<file path="src/rtl/fence_pkg.sv">
// Shared types for the memory ordering fence unit.
// Assumes: the kind encoding is fixed by the issue stage and must not change.
package fence_pkg;

    // Operation kind carried with every issued operation
    typedef enum logic [1:0] {
        OP_DATA = 2'b00,
        OP_SYNC = 2'b01,
        OP_ACQ  = 2'b10,
        OP_REL  = 2'b11
    } op_kind_e;

    // Synchronization tracker state
    typedef enum logic [1:0] {
        TRK_IDLE  = 2'b00,
        TRK_FENCE = 2'b01,
        TRK_REL   = 2'b10
    } trk_state_e;

endpackage

</file>
<file path="src/rtl/fence_data_ctr.sv">
// Saturating counter of data accesses in flight.
// Does: counts issued data accesses up and completed ones down. A
// simultaneous up and down holds the value.
// Assumes: the caller never requests an increment while full. Increments
// at full and decrements at zero are dropped here as a second guard.
module fence_data_ctr #(
    parameter int CNT_W = 3
) (
    input  logic             clk,
    input  logic             rst_n,
    input  logic             inc,
    input  logic             dec,
    output logic [CNT_W-1:0] cnt,
    output logic             full,
    output logic             empty
);
    localparam logic [CNT_W-1:0] CNT_MAX = {CNT_W{1'b1}};

    logic inc_ok;
    logic dec_ok;

    // Flag the two ends of the counting range
    always_comb begin
        full   = (cnt == CNT_MAX);
        empty  = (cnt == '0);
        inc_ok = inc && !full;
        dec_ok = dec && !empty;
    end

    // Update the count; a simultaneous up and down cancel out
    always_ff @(posedge clk) begin
        if (!rst_n) begin
            cnt <= '0;
        end else begin
            case ({inc_ok, dec_ok})
                2'b10:   cnt <= cnt + 1'b1;
                2'b01:   cnt <= cnt - 1'b1;
                default: cnt <= cnt;
            endcase
        end
    end

    AST_CNT_UP: assert property (@(posedge clk) disable iff (!rst_n)
        (inc && !full && !dec) |=> (cnt == $past(cnt) + 1'b1));
    AST_CNT_HOLD: assert property (@(posedge clk) disable iff (!rst_n)
        (inc && dec && !full && !empty) |=> $stable(cnt));
    AST_NO_WRAP: assert property (@(posedge clk) disable iff (!rst_n)
        full |=> (cnt != '0));
    AST_NO_UNDER: assert property (@(posedge clk) disable iff (!rst_n)
        (empty && !inc) |=> (cnt == '0));
endmodule

</file>
<file path="src/rtl/fence_sync_track.sv">
// Tracker for the single outstanding synchronization access.
// Does: after a sync or acquire issues, it holds a full block. After a
// release issues, it holds a partial block. Either block is cleared by a
// synchronization completion.
// Assumes: at most one synchronization access is outstanding at a time.
// The issue gate enforces this.
module fence_sync_track
    import fence_pkg::*;
(
    input  logic clk,
    input  logic rst_n,
    input  logic fence_issue,
    input  logic rel_issue,
    input  logic sync_cpl,
    output logic block_all,
    output logic rel_pending
);
    trk_state_e state;

    // Track which kind of synchronization access is outstanding
    always_ff @(posedge clk) begin
        if (!rst_n) begin
            state <= TRK_IDLE;
        end else begin
            case (state)
                TRK_IDLE: begin
                    if (fence_issue)    state <= TRK_FENCE;
                    else if (rel_issue) state <= TRK_REL;
                end
                TRK_FENCE: if (sync_cpl) state <= TRK_IDLE;
                TRK_REL:   if (sync_cpl) state <= TRK_IDLE;
                default:   state <= TRK_IDLE;
            endcase
        end
    end

    // Decode the blocking levels for the issue gate
    always_comb begin
        block_all   = (state == TRK_FENCE);
        rel_pending = (state == TRK_REL);
    end

    AST_FENCE_HOLDS: assert property (@(posedge clk) disable iff (!rst_n)
        (block_all && !sync_cpl) |=> block_all);
    AST_REL_HOLDS: assert property (@(posedge clk) disable iff (!rst_n)
        (rel_pending && !sync_cpl) |=> rel_pending);
    AST_IDLE_STRAY: assert property (@(posedge clk) disable iff (!rst_n)
        (!block_all && !rel_pending && !fence_issue && !rel_issue) |=> (!block_all && !rel_pending));
endmodule

</file>
<file path="src/rtl/fence_issue_gate.sv">
// Combinational issue decision for the head operation.
// Does: applies the ordering rule for each kind to the registered counter
// and tracker state.
// Assumes: all inputs except op_kind and in_reset come from flops.
module fence_issue_gate
    import fence_pkg::*;
(
    input  logic     in_reset,
    input  op_kind_e kind,
    input  logic     cnt_full,
    input  logic     cnt_empty,
    input  logic     block_all,
    input  logic     rel_pending,
    output logic     ready
);
    // Choose the ordering rule that matches the head operation's kind
    always_comb begin
        ready = 1'b0;
        if (!in_reset && !block_all) begin
            case (kind)
                OP_DATA: ready = !cnt_full;
                OP_SYNC: ready = !rel_pending && cnt_empty;
                OP_ACQ:  ready = !rel_pending;
                OP_REL:  ready = !rel_pending && cnt_empty;
                default: ready = 1'b0;
            endcase
        end
    end
endmodule

</file>
<file path="src/rtl/mem_fence_unit.sv">
// Memory operation ordering fence unit (top).
// Does: holds back the head of an in-order issue stream until its ordering
// rule is met. Sync is a full barrier. Acquire and release are one-sided.
// Assumes: memory returns exactly one completion per issued access and
// accepts every issued operation immediately.
module mem_fence_unit
    import fence_pkg::*;
#(
    parameter int CNT_W = 3
) (
    input  logic       clk,
    input  logic       rst_n,
    input  logic       op_valid,
    input  logic [1:0] op_kind,
    output logic       op_ready,
    output logic       mem_valid,
    output logic [1:0] mem_kind,
    input  logic       cpl_valid,
    input  logic       cpl_sync
);
    op_kind_e         kind;
    logic             issue;
    logic [CNT_W-1:0] cnt;
    logic             cnt_full;
    logic             cnt_empty;
    logic             block_all;
    logic             rel_pending;
    logic             data_issue;
    logic             fence_issue;
    logic             rel_issue;
    logic             data_cpl;
    logic             sync_cpl;

    // Classify this cycle's issue and completion events
    always_comb begin
        kind        = op_kind_e'(op_kind);
        issue       = op_valid && op_ready;
        data_issue  = issue && (kind == OP_DATA);
        fence_issue = issue && ((kind == OP_SYNC) || (kind == OP_ACQ));
        rel_issue   = issue && (kind == OP_REL);
        data_cpl    = cpl_valid && !cpl_sync;
        sync_cpl    = cpl_valid && cpl_sync;
        mem_valid   = issue;
        mem_kind    = op_kind;
    end

    fence_data_ctr #(.CNT_W(CNT_W)) u_ctr (
        .clk   (clk),
        .rst_n (rst_n),
        .inc   (data_issue),
        .dec   (data_cpl),
        .cnt   (cnt),
        .full  (cnt_full),
        .empty (cnt_empty)
    );

    fence_sync_track u_trk (
        .clk         (clk),
        .rst_n       (rst_n),
        .fence_issue (fence_issue),
        .rel_issue   (rel_issue),
        .sync_cpl    (sync_cpl),
        .block_all   (block_all),
        .rel_pending (rel_pending)
    );

    fence_issue_gate u_gate (
        .in_reset    (!rst_n),
        .kind        (kind),
        .cnt_full    (cnt_full),
        .cnt_empty   (cnt_empty),
        .block_all   (block_all),
        .rel_pending (rel_pending),
        .ready       (op_ready)
    );

    AST_SYNC_ZERO: assert property (@(posedge clk) disable iff (!rst_n)
        (mem_valid && (mem_kind == 2'b01)) |-> (cnt == '0));
    AST_BLOCK_ALL: assert property (@(posedge clk) disable iff (!rst_n)
        block_all |-> !mem_valid);
    AST_REL_ZERO: assert property (@(posedge clk) disable iff (!rst_n)
        (mem_valid && (mem_kind == 2'b11)) |-> (cnt == '0) && !rel_pending);
    AST_REL_ONLY_DATA: assert property (@(posedge clk) disable iff (!rst_n)
        (rel_pending && mem_valid) |-> (mem_kind == 2'b00));
    AST_FULL_NO_DATA: assert property (@(posedge clk) disable iff (!rst_n)
        cnt_full |-> !(mem_valid && (mem_kind == 2'b00)));
endmodule

</file>
<file path="config.mk">
export PLATFORM = sky130hd
export DESIGN_NAME = mem_fence_unit
export DESIGN_NICKNAME = d
export VERILOG_FILES = /design/src/rtl/fence_pkg.sv /design/src/rtl/fence_data_ctr.sv /design/src/rtl/fence_sync_track.sv /design/src/rtl/fence_issue_gate.sv /design/src/rtl/mem_fence_unit.sv
export SDC_FILE = /design/constraint.sdc
export NUM_CORES = 1
export LEC_CHECK = 0
export BUFFER_PORTS_ARGS = -buffer_cell sky130_fd_sc_hd__buf_2
export CORE_AREA = 5 5 42 44
export DETAILED_ROUTE_END_ITERATION = 6
export DIE_AREA = 0 0 47 49
export GPL_TIMING_DRIVEN = 0
export MAX_ROUTING_LAYER = met4
export SLEW_MARGIN = 20
export SYNTH_ARGS = -nofsm -noshare
export SYNTH_HDL_FRONTEND = slang
export SYNTH_HIERARCHICAL = 1
export SYNTH_SLANG_ARGS = --single-unit
</file>
<file path="constraint.sdc">
create_clock -name clk -period 4.7 [get_ports clk]
set_clock_uncertainty 0.15 [all_clocks]
set_input_delay 0.47 -clock clk [delete_from_list [all_inputs] [get_ports clk]]
set_output_delay 0.47 -clock clk [all_outputs]
set_load 0.01 [all_outputs]
</file>
==> results of run 1 <==
-- through the flow --
stage / setup slack (ns) / total power [W] / util / cell area [sq um]
2_1_floorplan: 2.25 / 0.0000664 / - / 457
3_3_place_gp: 2.04 / 0.0000760 / 0.376 / 527
6_report: 2.15 / 0.000125 / 0.395 / 553
5_1_grt: 1.91 / 0.000137 / 0.395 / 553
3_5_place_dp: 2.01 / 0.0000764 / 0.376 / 527
4_1_cts: 2.13 / 0.000128 / 0.395 / 553
-- metal layers --
| layer | GRT usage | share of wire | vias up |
|---|---|---|---|
| li1 | - | - | 212 |
| met4 | 0.0276 | 0 | 0 |
| met5 | - | 0 | - |
| met1 | 0.112 | 0.52 | 167 |
| met2 | 0.120 | 0.42 | 8 |
| met3 | 0.0332 | 0.063 | 0 |
-- flip-flops by register name, summed over array words and instances (netlist names) --
signal / flops
u_ctr/cnt: 3
u_trk/state: 2
-- Yosys cell counts, drive strengths merged --
cell / count / area, sq um
nand2: 2 / 7.51
nand2b: 2 / 12.5
a21oi: 2 / 10.0
xnor2: 1 / 8.76
ha: 6 / 75.1
dfxtp: 5 / 100
and2: 4 / 25.0
nor2: 1 / 3.75
nor2b: 4 / 27.5
or3: 1 / 6.26
a22o: 1 / 8.76
nand4: 1 / 6.26
o21ai: 4 / 20.0
buf: 2 / 15.0
mux2i: 1 / 10.0
nor4b: 1 / 15.0
nor3: 2 / 10.0
inv: 9 / 33.8
and3: 4 / 25.0
a21boi: 1 / 7.51
fa: 1 / 20.0
xor2: 1 / 8.76
-- how the worst max path moves through the flow --
stage / start / end / depth (start not counted)
4_1_cts: u_trk/state[0] / u_ctr/cnt[2] / 12
2_1_floorplan: u_trk/state[0] / u_ctr/cnt[2] / 12
3_3_place_gp: rst_n / u_ctr/cnt[2] / 12
5_1_grt: u_trk/state[0] / u_ctr/cnt[2] / 12
3_5_place_dp: rst_n / u_ctr/cnt[2] / 12
6_report: u_trk/state[0] / u_ctr/cnt[2] / 12
-- cell type report --
type / instances / area (sq um)
plain buffers: 2 / 15.0
clock buffers: 4 / 26.3
fillers: 165 / 848
inverters: 9 / 33.8
multi-input cells: 40 / 308
flip-flops and latches: 5 / 100
well taps: 16 / 20.0
repair buffers: 10 / 50.0
-- cell families after synthesis --
family,after synthesis,share of synthesized area
buffers and inverters,11,0.107
flip-flops,5,0.219
AND/OR/NAND/NOR,22,0.304
adder cells (fa/ha/maj),7,0.208
XOR/XNOR,2,0.0384
AO/OA/AOI/OAI,8,0.101
multiplexers,1,0.0219
-- report_power, final --
group | internal, W | leakage [nW] | total, W | switching (W)
Sequential | 0.0000443 | 0.0405 | 0.0000458 | 0.00000152
Clock | 0.0000321 | 0.0150 | 0.0000491 | 0.0000170
Combinational | 0.0000148 | 0.196 | 0.0000297 | 0.0000149
Total | 0.0000912 | 0.251 | 0.000125 | 0.0000334
-- critical path: cells and delay by family, from the launching register on --
family          cells  cell delay, ns
xor+xnor            1            0.16
simple gates        3            0.53
flops               1            0.32
buf+inv             2            0.14
compound gates      2            0.38
mux                 1            0.08
fa+ha+maj           3            0.72
==> results.yml, run 1 <==
outcome:
  outcome: "completed"
hold_path:
  min_from: "u_trk/state[0]"
  hold_depth: 2
  min_to: "u_trk/state[0]"
  hp-class: "reg -> reg"
worst_setup_path:
  timing.rr.start: "u_trk/state[0]"
  startpoint_type: "flip-flop"
  crit_path_end_kind: "flip-flop"
  worstPathCellList: "inv_1 -> ha_1 -> mux2i_1 -> a22o_1 -> and3_1 -> nand2b_1 -> ha_1 -> inv_1 -> fa_1 -> xor2_1 -> or3_1 -> a21boi_1"
  regToRegEndpoint: "u_ctr/cnt[2]"
  path_class: "reg -> reg"
  critPathSlowestCell: "fa_1"
  cp.arrival_ns: 2.57
  cp_max_fo: 5
  critPathRequiredTime_ns: 4.72
  r2r_cells: 12
  rrSetupSlack_ns: 2.15
  crit_path_max_incr_delay_ns: 0.37
sta:
  fin_setup_tns_ns: 0
  tightest_slew_ns: 0.220
  period_share: 0.542
  max_freq_mhz: 393
  whs_ns: 0.325
  slew_headroom: 0.852
  rsz0062_at_grt: "no"
  final-max-slew-violation-count: 0
  setup_violations: 0
  fin_crit_ns: 2.55
  finalHoldViolations: 0
clock_network:
  clk_latency_ns: 0.24
  cts_buffer_depth: 2
  clkTransAtPathRegs_ns: 0.04
  cts_tree: "yes"
  hold_buffers: 0
  htree_levels: 1
  numClockSinks: 5
  ctsResizeCount: 0
  clock_tree.root_cell: "clkbuf_4"
  cts_buffers: 3
  post_cts_buffers: 0
floorplanning:
  io_pins: 11
  core_sq_um: 1400
  rows: 14
  die_area_sq_um: 2300
  die_h_um: 49
  fp.dieW_um: 47
  initial_utilization: 0.326
power_and_ir_drop:
  p_leak_nw: 0.251
  peakVddDrop_v: 0.000112
  p_per_area_nw_per_um2: 225
synthesis:
  synth_area_sq_um: 457
  syn_avg_cell_area_sq_um: 8.16
  synth.distinct_cells: 24
  yosys_warnings: 6
  syn-num-nets: 70
  ys_ff_latch: 5
  synthesis.instances: 56
  ys_seq_area_frac: 0.219
finish:
  layout_commonest_cell: "buf_2"
  layout_common_cells: "buf_2, inv_1, ha_1"
  area_growth_pct: 21.1
  n_antenna_cell: 0
  nNetsFinal: 85
  stdcell_count: 86
  drive_gt1_frac: 0.243
global_route:
  grt_first_pass_wirelength_mm: 1.48
  grt_pass1_vias: 391
  antenna_found_initial: 0
  grt_max_degree: 8
  grt_usage: 0.0860
  globalRoute.totalOverflow: 0
routing:
  drt-initial-drc-count: 4
  drtAntennaViolNets: 0
  vias_per_cell: 4.50
  first_pass_iters: 2
  dr_total_vias: 387
  drc: 0
  routed_wl_um: 807
  wl_per_cell_um: 9.38
place:
  hpwlAfterDp_um: 659
  gp_congestion: 0.667
  port_buffers: 10
  dp.cells: 82
flow_run:
  drv_cap: 0
Power figures use the tool's default switching activity.
==> run 2: changes to the inputs <==
==> constraint.sdc (replaced) <==
create_clock -name clk -period 2.6 [get_ports clk]
set_clock_uncertainty 0.15 [all_clocks]
set_input_delay 0.26 -clock clk [delete_from_list [all_inputs] [get_ports clk]]
set_output_delay 0.26 -clock clk [all_outputs]
set_load 0.01 [all_outputs]
==> run 2 against run 1 <==
Against the previous run: clock power is 80% higher; sequential cell count stayed put; critical path type unchanged; via count is 0.78% higher; utilization is 2.1 points higher; sequential power is 83% higher.
==> results.yml, run 2 (synthesis gave the netlist of run 1 again) <==
outcome:
  outcome: "completed"
floorplanning:
  die_area_sq_um: 2300
  core_sq_um: 1400
  rows: 14
  io_pins: 11
  initial_utilization: 0.326
  die_h_um: 49
  fp.dieW_um: 47
clock_network:
  clkTransAtPathRegs_ns: 0.04
  cts_buffer_depth: 2
  clock_tree.root_cell: "clkbuf_4"
  numClockSinks: 5
  cts_buffers: 3
  cts_tree: "yes"
  htree_levels: 1
  hold_buffers: 0
  clk_latency_ns: 0.24
hold_path:
  min_from: "rst_n"
  min_to: "u_ctr/cnt[0]"
  hold_depth: 2
  hp-class: "in -> reg"
finish:
  layout_commonest_cell: "buf_2"
  n_antenna_cell: 0
  drive_gt1_frac: 0.352
  layout_common_cells: "buf_2, inv_1, and2_1, and3_1, ha_1"
  fin_util: 0.415
  multi_input_area_sq_um: 325
  seq_area_sq_um: 104
  top_regs: "u_ctr/cnt x3, u_trk/state x2"
  regMostFlops: "u_ctr/cnt"
  area_growth_pct: 27.4
  nFillCells: 162
  nNetsFinal: 86
  largest_register_ffs: 3
sta:
  layout_setup_ws_ns: 0.149
  fin_setup_tns_ns: 0
  tightest_slew_ns: 0.221
  final-max-slew-violation-count: 0
  slew_headroom: 0.852
  max_freq_mhz: 408
  period_share: 0.943
  rsz0062_at_grt: "yes"
  finalHoldViolations: 0
  fin_crit_ns: 2.45
  setup_violations: 0
routing:
  dr_total_vias: 390
  drc: 0
  wl_per_cell_um: 9.26
  routed_wl_um: 806
  first_pass_iters: 2
  drtAntennaViolNets: 0
  vias_per_cell: 4.48
  drt-initial-drc-count: 5
global_route:
  globalRoute.totalOverflow: 0
  grt_first_pass_wirelength_mm: 1.48
  grt_pass1_vias: 391
  antenna_found_initial: 0
  grt_max_degree: 8
  grt_usage: 0.0860
power_and_ir_drop:
  peakVddDrop_v: 0.000205
  p_leak_nw: 0.258
  p_per_area_nw_per_um2: 396
worst_setup_path:
  path_class: "reg -> reg"
  cp_max_fo: 3
  cp.arrival_ns: 2.47
  r2r_cells: 12
  rrSetupSlack_ns: 0.15
  regToRegEndpoint: "u_ctr/cnt[2]"
  timing.rr.start: "u_trk/state[1]"
  crit_path_end_kind: "flip-flop"
  critPathRequiredTime_ns: 2.62
  startpoint_type: "flip-flop"
place:
  gp_congestion: 0.667
  place_ws_ns: 0.0376
  port_buffers: 10
  hpwlAfterDp_um: 659
flow_run:
  drv_cap: 0
run 2: cell count changes in the layout (fill, tap and decap cells not counted), sizes merged:
cell  before  now
buf       12   13
run 2: repair_timing:
item / in CTS / in global routing
setup endpoints to repair: 0 / 2
buffers inserted: 0 / 1
resized for setup: 0 / 9
run 2: worst max-delay path by stage:
stage,cells past startpoint,slack (ns),startpoint,to
2_1_floorplan,12,0.15,u_trk/state[0],u_ctr/cnt[2]
4_1_cts,12,0.03,u_trk/state[0],u_ctr/cnt[2]
3_5_place_dp,12,0.04,u_trk/state[0],u_ctr/cnt[2]
3_3_place_gp,12,0.07,u_trk/state[0],u_ctr/cnt[2]
5_1_grt,12,-0.02,u_trk/state[1],u_ctr/cnt[2]
6_report,12,0.15,u_trk/state[1],u_ctr/cnt[2]
run 2: worst max-delay path: stages (launching register included):
cell      delay (ns)
dfxtp_2         0.34
inv_1           0.08
ha_1            0.17
nor3_1          0.06
a22o_1          0.22
and3_1          0.15
nand2b_1        0.07
ha_2            0.18
inv_1           0.05
fa_2            0.33
xor2_1          0.16
or3_1           0.31
a21boi_1        0.13
run 2: power breakdown:
| group | switching, W | internal, W | total (W) | leakage (nW) |
|---|---|---|---|---|
| logic | 0.0000281 | 0.0000298 | 0.0000580 | 0.201 |
| clock network | 0.0000306 | 0.0000579 | 0.0000886 | 0.0150 |
| registers | 0.00000323 | 0.0000805 | 0.0000837 | 0.0419 |
| total | 0.0000620 | 0.000168 | 0.000230 | 0.258 |
run 2: area by class of cell:
type,count,share of cell area
clock buffers,4,0.0452
well taps,16,0.0344
multi-input cells,40,0.559
inverters,9,0.0581
repair buffers,11,0.0989
flip-flops and latches,5,0.178
plain buffers,2,0.0258
run 2: through the flow:
step	cells	hold slack [ns]	total power, W	instance area (sq um)
floorplan	56	0.232	0.000120	457
global placement	82	0.328	0.000137	527
detailed placement	82	0.322	0.000138	527
CTS	86	0.176	0.000231	553
global route	87	0.183	0.000253	582
finish	87	0.178	0.000230	582
run 2: per-layer routing:
layer	global-route usage	part of all wire	routed length (um)
met1	0.112	0.51	415
met2	0.120	0.42	339
met4	0.0276	0	0
met5	-	0	0
met3	0.0332	0.063	51
